===== src/rtl/eerow_pkg.sv =====
package eerow_pkg;

    localparam int ADDR_W = 5;
    localparam int WORD_W = 16;
    localparam int BYTE_W = 8;
    localparam int ROWS   = 1 << ADDR_W;

    typedef enum logic [2:0] {
        PH_IDLE,
        PH_CTRL,
        PH_WDATA,
        PH_RDATA,
        PH_IGNORE
    } phase_e;

    typedef enum logic [1:0] {
        MD_HI_FIX = 2'b00,
        MD_LO_FIX = 2'b01,
        MD_UP     = 2'b10,
        MD_DOWN   = 2'b11
    } mode_e;

    typedef struct packed {
        logic [ADDR_W-1:0] row;
        mode_e             mode;
        logic              rd;
    } ctrl_t;

    function automatic logic lo_first(input mode_e m);
        return m == MD_LO_FIX;
    endfunction

    function automatic logic [ADDR_W-1:0] step_row(input logic [ADDR_W-1:0] r, input mode_e m);
        case (m)
            MD_UP:   return r + 1'b1;
            MD_DOWN: return r - 1'b1;
            default: return r;
        endcase
    endfunction

    function automatic logic [BYTE_W-1:0] lead_byte(input logic [WORD_W-1:0] w, input mode_e m);
        return lo_first(m) ? w[BYTE_W-1:0] : w[WORD_W-1:BYTE_W];
    endfunction

    function automatic logic [BYTE_W-1:0] trail_byte(input logic [WORD_W-1:0] w, input mode_e m);
        return lo_first(m) ? w[WORD_W-1:BYTE_W] : w[BYTE_W-1:0];
    endfunction

endpackage


===== src/rtl/eerow_line_sampler.sv =====
module eerow_line_sampler #(
    parameter int SYNC = 2
) (
    input  logic clk,
    input  logic rst,
    input  logic scl_i,
    input  logic sda_i,
    output logic scl_s,
    output logic sda_s,
    output logic ev_start,
    output logic ev_stop,
    output logic ev_rise,
    output logic ev_fall
);
    logic [SYNC-1:0] scl_q, sda_q;
    logic            scl_d, sda_d;

    always_ff @(posedge clk) begin
        if (rst) begin
            scl_q <= '1;
            sda_q <= '1;
            scl_d <= 1'b1;
            sda_d <= 1'b1;
        end else begin
            scl_q <= {scl_q[SYNC-2:0], scl_i};
            sda_q <= {sda_q[SYNC-2:0], sda_i};
            scl_d <= scl_q[SYNC-1];
            sda_d <= sda_q[SYNC-1];
        end
    end

    assign scl_s    = scl_q[SYNC-1];
    assign sda_s    = sda_q[SYNC-1];
    assign ev_start = scl_s & scl_d & sda_d & ~sda_s;
    assign ev_stop  = scl_s & scl_d & ~sda_d & sda_s;
    assign ev_rise  = scl_s & ~scl_d;
    assign ev_fall  = ~scl_s & scl_d;

endmodule


===== src/rtl/eerow_prog_timer.sv =====
module eerow_prog_timer #(
    parameter int PROG_CYCLES = 1250000
) (
    input  logic clk,
    input  logic rst,
    input  logic launch,
    output logic busy,
    output logic done
);
    localparam int CW = $clog2(PROG_CYCLES + 1);
    logic [CW-1:0] cnt;

    always_ff @(posedge clk) begin
        if (rst) begin
            busy <= 1'b0;
            cnt  <= '0;
        end else if (launch && !busy) begin
            busy <= 1'b1;
            cnt  <= CW'(PROG_CYCLES - 1);
        end else if (busy) begin
            if (cnt == '0) busy <= 1'b0;
            else           cnt  <= cnt - 1'b1;
        end
    end

    assign done = busy && (cnt == '0);

    a_r13_starts: assert property (@(posedge clk) disable iff (rst)
        (launch && !busy) |=> busy);
    a_r13_holds: assert property (@(posedge clk) disable iff (rst)
        (busy && cnt != '0) |=> busy);
    a_r13_ends: assert property (@(posedge clk) disable iff (rst)
        (busy && cnt == '0) |=> !busy);

endmodule


===== src/rtl/eerow_store.sv =====
module eerow_store
    import eerow_pkg::*;
(
    input  logic              clk,
    input  logic              rst,
    input  logic [ADDR_W-1:0] rd_row,
    output logic [WORD_W-1:0] rd_word,
    input  logic              erase_go,
    input  logic              commit,
    input  logic [ADDR_W-1:0] tgt_row,
    input  logic [WORD_W-1:0] tgt_word,
    input  logic              fill_en,
    input  logic              fill_val
);
    logic [WORD_W-1:0] mem [ROWS];
    logic [ADDR_W-1:0] t_row;
    logic [WORD_W-1:0] t_word;
    logic              t_fill, t_val;

    always_ff @(posedge clk) begin
        if (rst) begin
            for (int i = 0; i < ROWS; i++) mem[i] <= '0;
            t_row  <= '0;
            t_word <= '0;
            t_fill <= 1'b0;
            t_val  <= 1'b0;
        end else if (erase_go) begin
            t_row  <= tgt_row;
            t_word <= tgt_word;
            t_fill <= fill_en;
            t_val  <= fill_val;
            if (fill_en) for (int i = 0; i < ROWS; i++) mem[i] <= '0;
            else         mem[tgt_row] <= '0;
        end else if (commit) begin
            if (t_fill) for (int i = 0; i < ROWS; i++) mem[i] <= {WORD_W{t_val}};
            else        mem[t_row] <= t_word;
        end
    end

    assign rd_word = mem[rd_row];

    a_r11_fill_all: assert property (@(posedge clk) disable iff (rst)
        (commit && t_fill) |=> (mem[0] == {WORD_W{t_val}} && mem[ROWS-1] == {WORD_W{t_val}}));

endmodule


===== src/rtl/eerow_slave.sv =====
module eerow_slave
    import eerow_pkg::*;
#(
    parameter int CYCLES_MS = 125000,
    parameter int PROG_MS   = 10
) (
    input  logic clk,
    input  logic rst,
    input  logic scl_i,
    input  logic sda_i,
    output logic sda_oe,
    output logic busy
);
    localparam int PROG_CYCLES = CYCLES_MS * PROG_MS;

    logic scl_s, sda_s, ev_start, ev_stop, ev_rise, ev_fall;
    logic done, launch;

    phase_e            ph;
    logic [3:0]        bitc;
    logic [BYTE_W-1:0] sh, tx;
    ctrl_t             ctl;
    logic [WORD_W-1:0] wbuf, rd_word;
    logic [ADDR_W-1:0] rd_row;
    logic [1:0]        wcnt;
    logic              second, mack, wr_pend, fill_req;
    logic [BYTE_W-1:0] fb, sb, nfb;

    eerow_line_sampler #(.SYNC(2)) u_samp (
        .clk(clk), .rst(rst), .scl_i(scl_i), .sda_i(sda_i),
        .scl_s(scl_s), .sda_s(sda_s), .ev_start(ev_start), .ev_stop(ev_stop),
        .ev_rise(ev_rise), .ev_fall(ev_fall)
    );

    eerow_prog_timer #(.PROG_CYCLES(PROG_CYCLES)) u_timer (
        .clk(clk), .rst(rst), .launch(launch), .busy(busy), .done(done)
    );

    eerow_store u_store (
        .clk(clk), .rst(rst), .rd_row(rd_row), .rd_word(rd_word),
        .erase_go(launch), .commit(done), .tgt_row(ctl.row), .tgt_word(wbuf),
        .fill_en(fill_req), .fill_val(ctl.mode[0])
    );

    assign launch = ev_stop && (wr_pend || fill_req) && !busy;
    assign rd_row = (ph == PH_CTRL) ? sh[BYTE_W-1:BYTE_W-ADDR_W] : step_row(ctl.row, ctl.mode);
    assign fb     = lead_byte(wbuf, ctl.mode);
    assign sb     = trail_byte(wbuf, ctl.mode);
    assign nfb    = lead_byte(rd_word, ctl.mode);

    always_ff @(posedge clk) begin
        if (rst) begin
            ph       <= PH_IDLE;
            bitc     <= '0;
            sh       <= '0;
            tx       <= '0;
            ctl      <= '0;
            wbuf     <= '0;
            wcnt     <= '0;
            second   <= 1'b0;
            mack     <= 1'b0;
            wr_pend  <= 1'b0;
            fill_req <= 1'b0;
            sda_oe   <= 1'b0;
        end else if (ev_start) begin
            ph       <= PH_CTRL;
            bitc     <= '0;
            wcnt     <= '0;
            wr_pend  <= 1'b0;
            fill_req <= 1'b0;
            sda_oe   <= 1'b0;
        end else if (ev_stop) begin
            ph       <= PH_IDLE;
            wr_pend  <= 1'b0;
            fill_req <= 1'b0;
            sda_oe   <= 1'b0;
        end else if (ph != PH_IDLE && ph != PH_IGNORE) begin
            if (ev_rise) begin
                if (bitc < 4'd8)  sh   <= {sh[BYTE_W-2:0], sda_s};
                if (bitc == 4'd8) mack <= ~sda_s;
                bitc <= bitc + 1'b1;
            end
            if (ev_fall) begin
                if (bitc == 4'd8) begin
                    case (ph)
                        PH_CTRL: begin
                            if (busy) begin
                                ph <= PH_IGNORE;
                            end else begin
                                ctl    <= ctrl_t'(sh);
                                wbuf   <= rd_word;
                                sda_oe <= 1'b1;
                                if (!sh[0] && sh[2]) fill_req <= 1'b1;
                            end
                        end
                        PH_WDATA: begin
                            if (!fill_req && wcnt < 2'd2) begin
                                sda_oe  <= 1'b1;
                                wr_pend <= 1'b1;
                                wcnt    <= wcnt + 1'b1;
                                if ((wcnt == 2'd0) != lo_first(ctl.mode)) wbuf[WORD_W-1:BYTE_W] <= sh;
                                else                                      wbuf[BYTE_W-1:0]      <= sh;
                            end else begin
                                ph <= PH_IGNORE;
                            end
                        end
                        default: sda_oe <= 1'b0;
                    endcase
                end else if (bitc == 4'd9) begin
                    bitc <= '0;
                    case (ph)
                        PH_CTRL: begin
                            if (ctl.rd) begin
                                ph     <= PH_RDATA;
                                second <= 1'b0;
                                tx     <= fb;
                                sda_oe <= ~fb[BYTE_W-1];
                            end else begin
                                ph     <= PH_WDATA;
                                sda_oe <= 1'b0;
                            end
                        end
                        PH_RDATA: begin
                            if (!mack) begin
                                ph     <= PH_IGNORE;
                                sda_oe <= 1'b0;
                            end else if (!second) begin
                                second <= 1'b1;
                                tx     <= sb;
                                sda_oe <= ~sb[BYTE_W-1];
                            end else begin
                                second  <= 1'b0;
                                ctl.row <= rd_row;
                                wbuf    <= rd_word;
                                tx      <= nfb;
                                sda_oe  <= ~nfb[BYTE_W-1];
                            end
                        end
                        default: sda_oe <= 1'b0;
                    endcase
                end else if (ph == PH_RDATA) begin
                    tx     <= {tx[BYTE_W-2:0], 1'b0};
                    sda_oe <= ~tx[BYTE_W-2];
                end
            end
        end
    end

    a_r2_drive_when_low: assert property (@(posedge clk) disable iff (rst)
        $rose(sda_oe) |-> !scl_s);
    a_r3_silent_busy: assert property (@(posedge clk) disable iff (rst)
        (busy && $past(busy)) |-> !sda_oe);
    a_r12_ignore_quiet: assert property (@(posedge clk) disable iff (rst)
        (ph == PH_IGNORE) |-> !sda_oe);
    a_r7_write_cap: assert property (@(posedge clk) disable iff (rst)
        (ph == PH_WDATA && wcnt == 2'd2 && ev_fall && bitc == 4'd8) |=> !sda_oe);

endmodule


===== config.mk =====
export PLATFORM = sky130hd
export DESIGN_NAME = eerow_slave
export DESIGN_NICKNAME = d
export VERILOG_FILES = /design/src/rtl/eerow_pkg.sv /design/src/rtl/eerow_line_sampler.sv /design/src/rtl/eerow_prog_timer.sv /design/src/rtl/eerow_store.sv /design/src/rtl/eerow_slave.sv
export SDC_FILE = /design/constraint.sdc
export NUM_CORES = 1
export LEC_CHECK = 0
export ABC_CLOCK_PERIOD_IN_PS = 5800
export BUFFER_PORTS_ARGS = -buffer_cell sky130_fd_sc_hd__buf_2
export CORE_ASPECT_RATIO = 1.4
export CORE_MARGIN = 1
export CORE_UTILIZATION = 50
export DETAILED_ROUTE_END_ITERATION = 10
export PLACE_DENSITY = 0.76
export SLEW_MARGIN = 20
export SYNTH_ARGS = -nofsm -noshare
export SYNTH_HDL_FRONTEND = slang
export SYNTH_SLANG_ARGS = --single-unit

===== constraint.sdc =====
create_clock -name clk -period 5.8 [get_ports clk]
set_input_delay 1.16 -clock clk [delete_from_list [all_inputs] [get_ports clk]]
set_output_delay 1.16 -clock clk [all_outputs]
set_load 0.005 [all_outputs]

==> flow_summary.toml <==
[outcome]
run_status = "completed"

[detailed_routing]
dr_total_vias = 21400
wl_met1_um = 29260
first_pass_iters = 9
drt-initial-drc-count = 3337
routed.top_layer = "met4"
vias_per_cell = 6.801
wl_met2_um = 42020
remaining_drc_errors = 0
final_antenna_net_count = 0
routedWlPerCell_um = 28.42
wl_met3_um = 9755
wl_um = 89420

[critical_path]
slowest_stage = "a221oi_1"
cp.arrival_ns = 5.03
cp_top_family = "compound AO/OA/AOI/OAI gates"
crit_buf_inv = 1
reg2reg_depth = 13
cp_slowest_stage_delay_ns = 0.80
cp_cell_sequence = "nand2_1 > xnor2_1 > ha_1 > mux2_2 > mux2_8 > buf_16 > mux2i_1 > a221oi_1 > nor3_1 > or4_1 > nor2_1 > a211oi_1 > o41ai_2"
start_kind = "flop"
critPathKind = "flop to flop"
critPathMaxFanout = 95
cp.required_ns = 6.31
r2r_slack_ns = 1.28
reg2reg_to = "tx[0]$_SDFFE_PP0P_"
r2r-start = "ctl[2]$_SDFFE_PP0P_"
cp.depth = 13
cp-end-kind = "flop"

[clock_tree]
clock-sinks = 616
ctsResizeCount = 0
post_cts_buffers = 0
cts-root-buf = "clkbuf_16"
htreeDepth = 2
cts_buffers = 57
ctsHoldBuffers = 0
clk_latency_ns = 0.62
cts.path.max_buffers = 3
clk_pin_slew_worst_paths_ns = 0.07
tritoncts = "done"

[timing]
min_period_over_period = 0.7785
fin_hold_ws_ns = 0.4240
fin_tns_setup_ns = 0
rsz0062_at_grt = "no"
fin_skew_ns = 0.03038
tightest_slew_ns = 1.056
hold_viol_final = 0
period_minus_slack_ns = 4.515
setup-violations-final = 0
slew_violations = 0
fmax_ghz = 0.2215
slew_headroom = 0.2808

[synth]
synth_cells = 2461
yosys.area.top_type = "edfxtp_1"
ys.flop_type = "edfxtp_1"
yosysUniqueCellTypes = 76
syn_area_sq_um = 28380
synth_fp_nets = 2472
yosysSeqAreaShare = 0.6150
ys_warn_count = 0
ys_seq_elements = 616
synth_common_cells = "o21ai_0 (522), edfxtp_1 (512), nand2_1 (344), clkbuf_1 (194), a21oi_1 (144)"
synth_top_cell_area_share = 0.5417
yosysMostFrequentCell = "o21ai_0"
synth-edff-count = 512
synth.area.top_cells = "edfxtp_1 (54%), o21ai_0 (9.2%), dfxtp_1 (7.3%), mux4_2 (6.3%), nand2_1 (4.5%)"
synthArstFlopShare = 0
syn_avg_cell_area_sq_um = 11.53

[floorplan]
die_width_um = 203.4
std_cell_rows = 103
dieArea_sq_um = 57740
pin_count = 6
die_h_um = 283.9
start_util = 0.5051
fp.coreArea_sq_um = 56190

[final_layout]
fin_nets = 2373
nFillCells = 4566
syn_to_final_growth_pct = 9.244
layout-drive-gt1-share = 0.1270

[power]
p_per_area_nw_per_um2 = 290.2
ir_drop_uv = 236.5
p_leak_nw = 10.68
power.total_mw = 8.999

[global_route]
antenna_found_initial = 2
grt_use_total = 0.3079
globalRouteOverflowTotal = 0
grt_pass1_vias = 20260
grt_pass1_wl_um = 130200
grt_max_degree = 385

[min_path]
min-delay-start = "u_samp.scl_q[0]$_SDFF_PP1_"
hp-class = "flop to flop"
hold-path-cell-count = 1
hold_path_end = "u_samp.scl_q[1]$_SDFF_PP1_"

[place]
post-dp-hpwl_um = 55510
place.gp.congestion = 0.9939
port_buffers = 5

[run]
drv_cap = 0
worst register-to-register path: stages (launching register included):
cell and delay (ns):
dfxtp_1 0.54, nand2_1 0.12, xnor2_1 0.14, ha_1 0.28, mux2_2 0.31, mux2_8 0.47, buf_16 0.33, mux2i_1 0.33
a221oi_1 0.80, nor3_1 0.18, or4_1 0.46, nor2_1 0.11, a211oi_1 0.06, o41ai_2 0.28
where the power goes:
group	switching [mW]	total [mW]	internal [mW]	leakage, nW
logic	0.130	0.185	0.0554	3.66
clock network	1.69	3.84	2.15	0.894
registers	0.0718	4.97	4.90	6.12
layout make-up:
class | count | area [sq um] | share of cell area
diodes | 2 | 5.005 | 0.0001614
clock buffers | 68 | 1489 | 0.04802
clock inverters | 38 | 390.4 | 0.01259
inverters | 16 | 60.06 | 0.001937
multi-input cells | 1582 | 9953 | 0.3210
flip-flops and latches | 616 | 17460 | 0.5630
well taps | 735 | 919.6 | 0.02966
repair buffers | 89 | 733.2 | 0.02365
state kept, by name, summed over array words and instances (netlist names), 2 cells and up:
name / flops
u_store.t_word: 16
ctl: 8
bitc: 4
u_timer.cnt: 21
wbuf: 16
u_store.mem: 512
tx: 7
u_samp.sda_q: 2
ph: 3
wcnt: 2
u_samp.scl_q: 2
sh: 8
u_store.t_row: 5
placed cells by master (no fill, tap or decap), types with 8 or more instances in the layout:
cell type | Yosys | routed
xnor2_1 | 15 | 15
nand4_1 | 11 | 11
nor3_1 | 58 | 57
o21ai_0 | 522 | 522
inv_1 | 16 | 16
nor2b_1 | 8 | 8
nand2_2 | 0 | 15
mux4_2 | 80 | 80
clkinv_1 | 0 | 13
a221oi_1 | 50 | 49
nand2_1 | 344 | 329
or2_2 | 8 | 8
o211a_1 | 11 | 11
or4_1 | 8 | 8
nor2_1 | 91 | 90
clkbuf_16 | 0 | 58
buf_4 | 1 | 79
mux2i_1 | 37 | 36
nand3_1 | 55 | 55
clkbuf_1 | 194 | 10
dfxtp_1 | 104 | 104
edfxtp_1 | 512 | 512
a211oi_1 | 14 | 14
xor2_1 | 9 | 9
a21oi_1 | 144 | 144
worst max-delay path by stage:
stage | end | startpoint | slack (ns)
floorplan | u_store.mem[0][0]$_DFFE_PP_ | u_timer.cnt[16]$_SDFFE_PP0P_ | 2.45
global placement | wbuf[15]$_SDFFE_PP0P_ | ph[0]$_SDFFE_PP0P_ | 1.57
detailed placement | wbuf[7]$_SDFFE_PP0P_ | ph[0]$_SDFFE_PP0P_ | 1.46
CTS | wbuf[7]$_SDFFE_PP0P_ | ph[0]$_SDFFE_PP0P_ | 1.43
global route | tx[0]$_SDFFE_PP0P_ | ctl[2]$_SDFFE_PP0P_ | 1.26
finish | tx[0]$_SDFFE_PP0P_ | ctl[2]$_SDFFE_PP0P_ | 1.28
metrics by stage:
| step | utilization | cell area, sq um | worst slack (ns) | std cells |
|---|---|---|---|---|
| after floorplan | - | 28380 | 2.454 | 2461 |
| after global placement | 0.5171 | 29060 | 1.574 | 3035 |
| after detailed placement | 0.5172 | 29060 | 1.460 | 3035 |
| after CTS | 0.5506 | 30940 | 1.431 | 3141 |
| after global routing | 0.5518 | 31000 | 1.264 | 3144 |
| final | 0.5518 | 31010 | 1.285 | 3146 |
cells by family (layout without fill, tap and decap cells):
kind of cell / count (synthesis) / in the layout / share of synthesized area
AO/OA/AOI/OAI: 790 / 790 / 0.1557
XOR/XNOR: 24 / 24 / 0.007406
adder cells (fa/ha/maj): 7 / 7 / 0.003086
buffers and inverters: 263 / 211 / 0.03791
flip-flops: 616 / 616 / 0.6150
multiplexers: 123 / 123 / 0.07944
other: 0 / 2 / 0
AND/OR/NAND/NOR: 638 / 638 / 0.1015
layer usage:
metal / GRT usage / vias up
met3: 0.06201 / 418
met4: 0.2543 / 0
met2: 0.4893 / 1589
met5: 0 / -
met1: 0.3595 / 10370
li1: - / 9023
(Power assumes the default switching activity.)
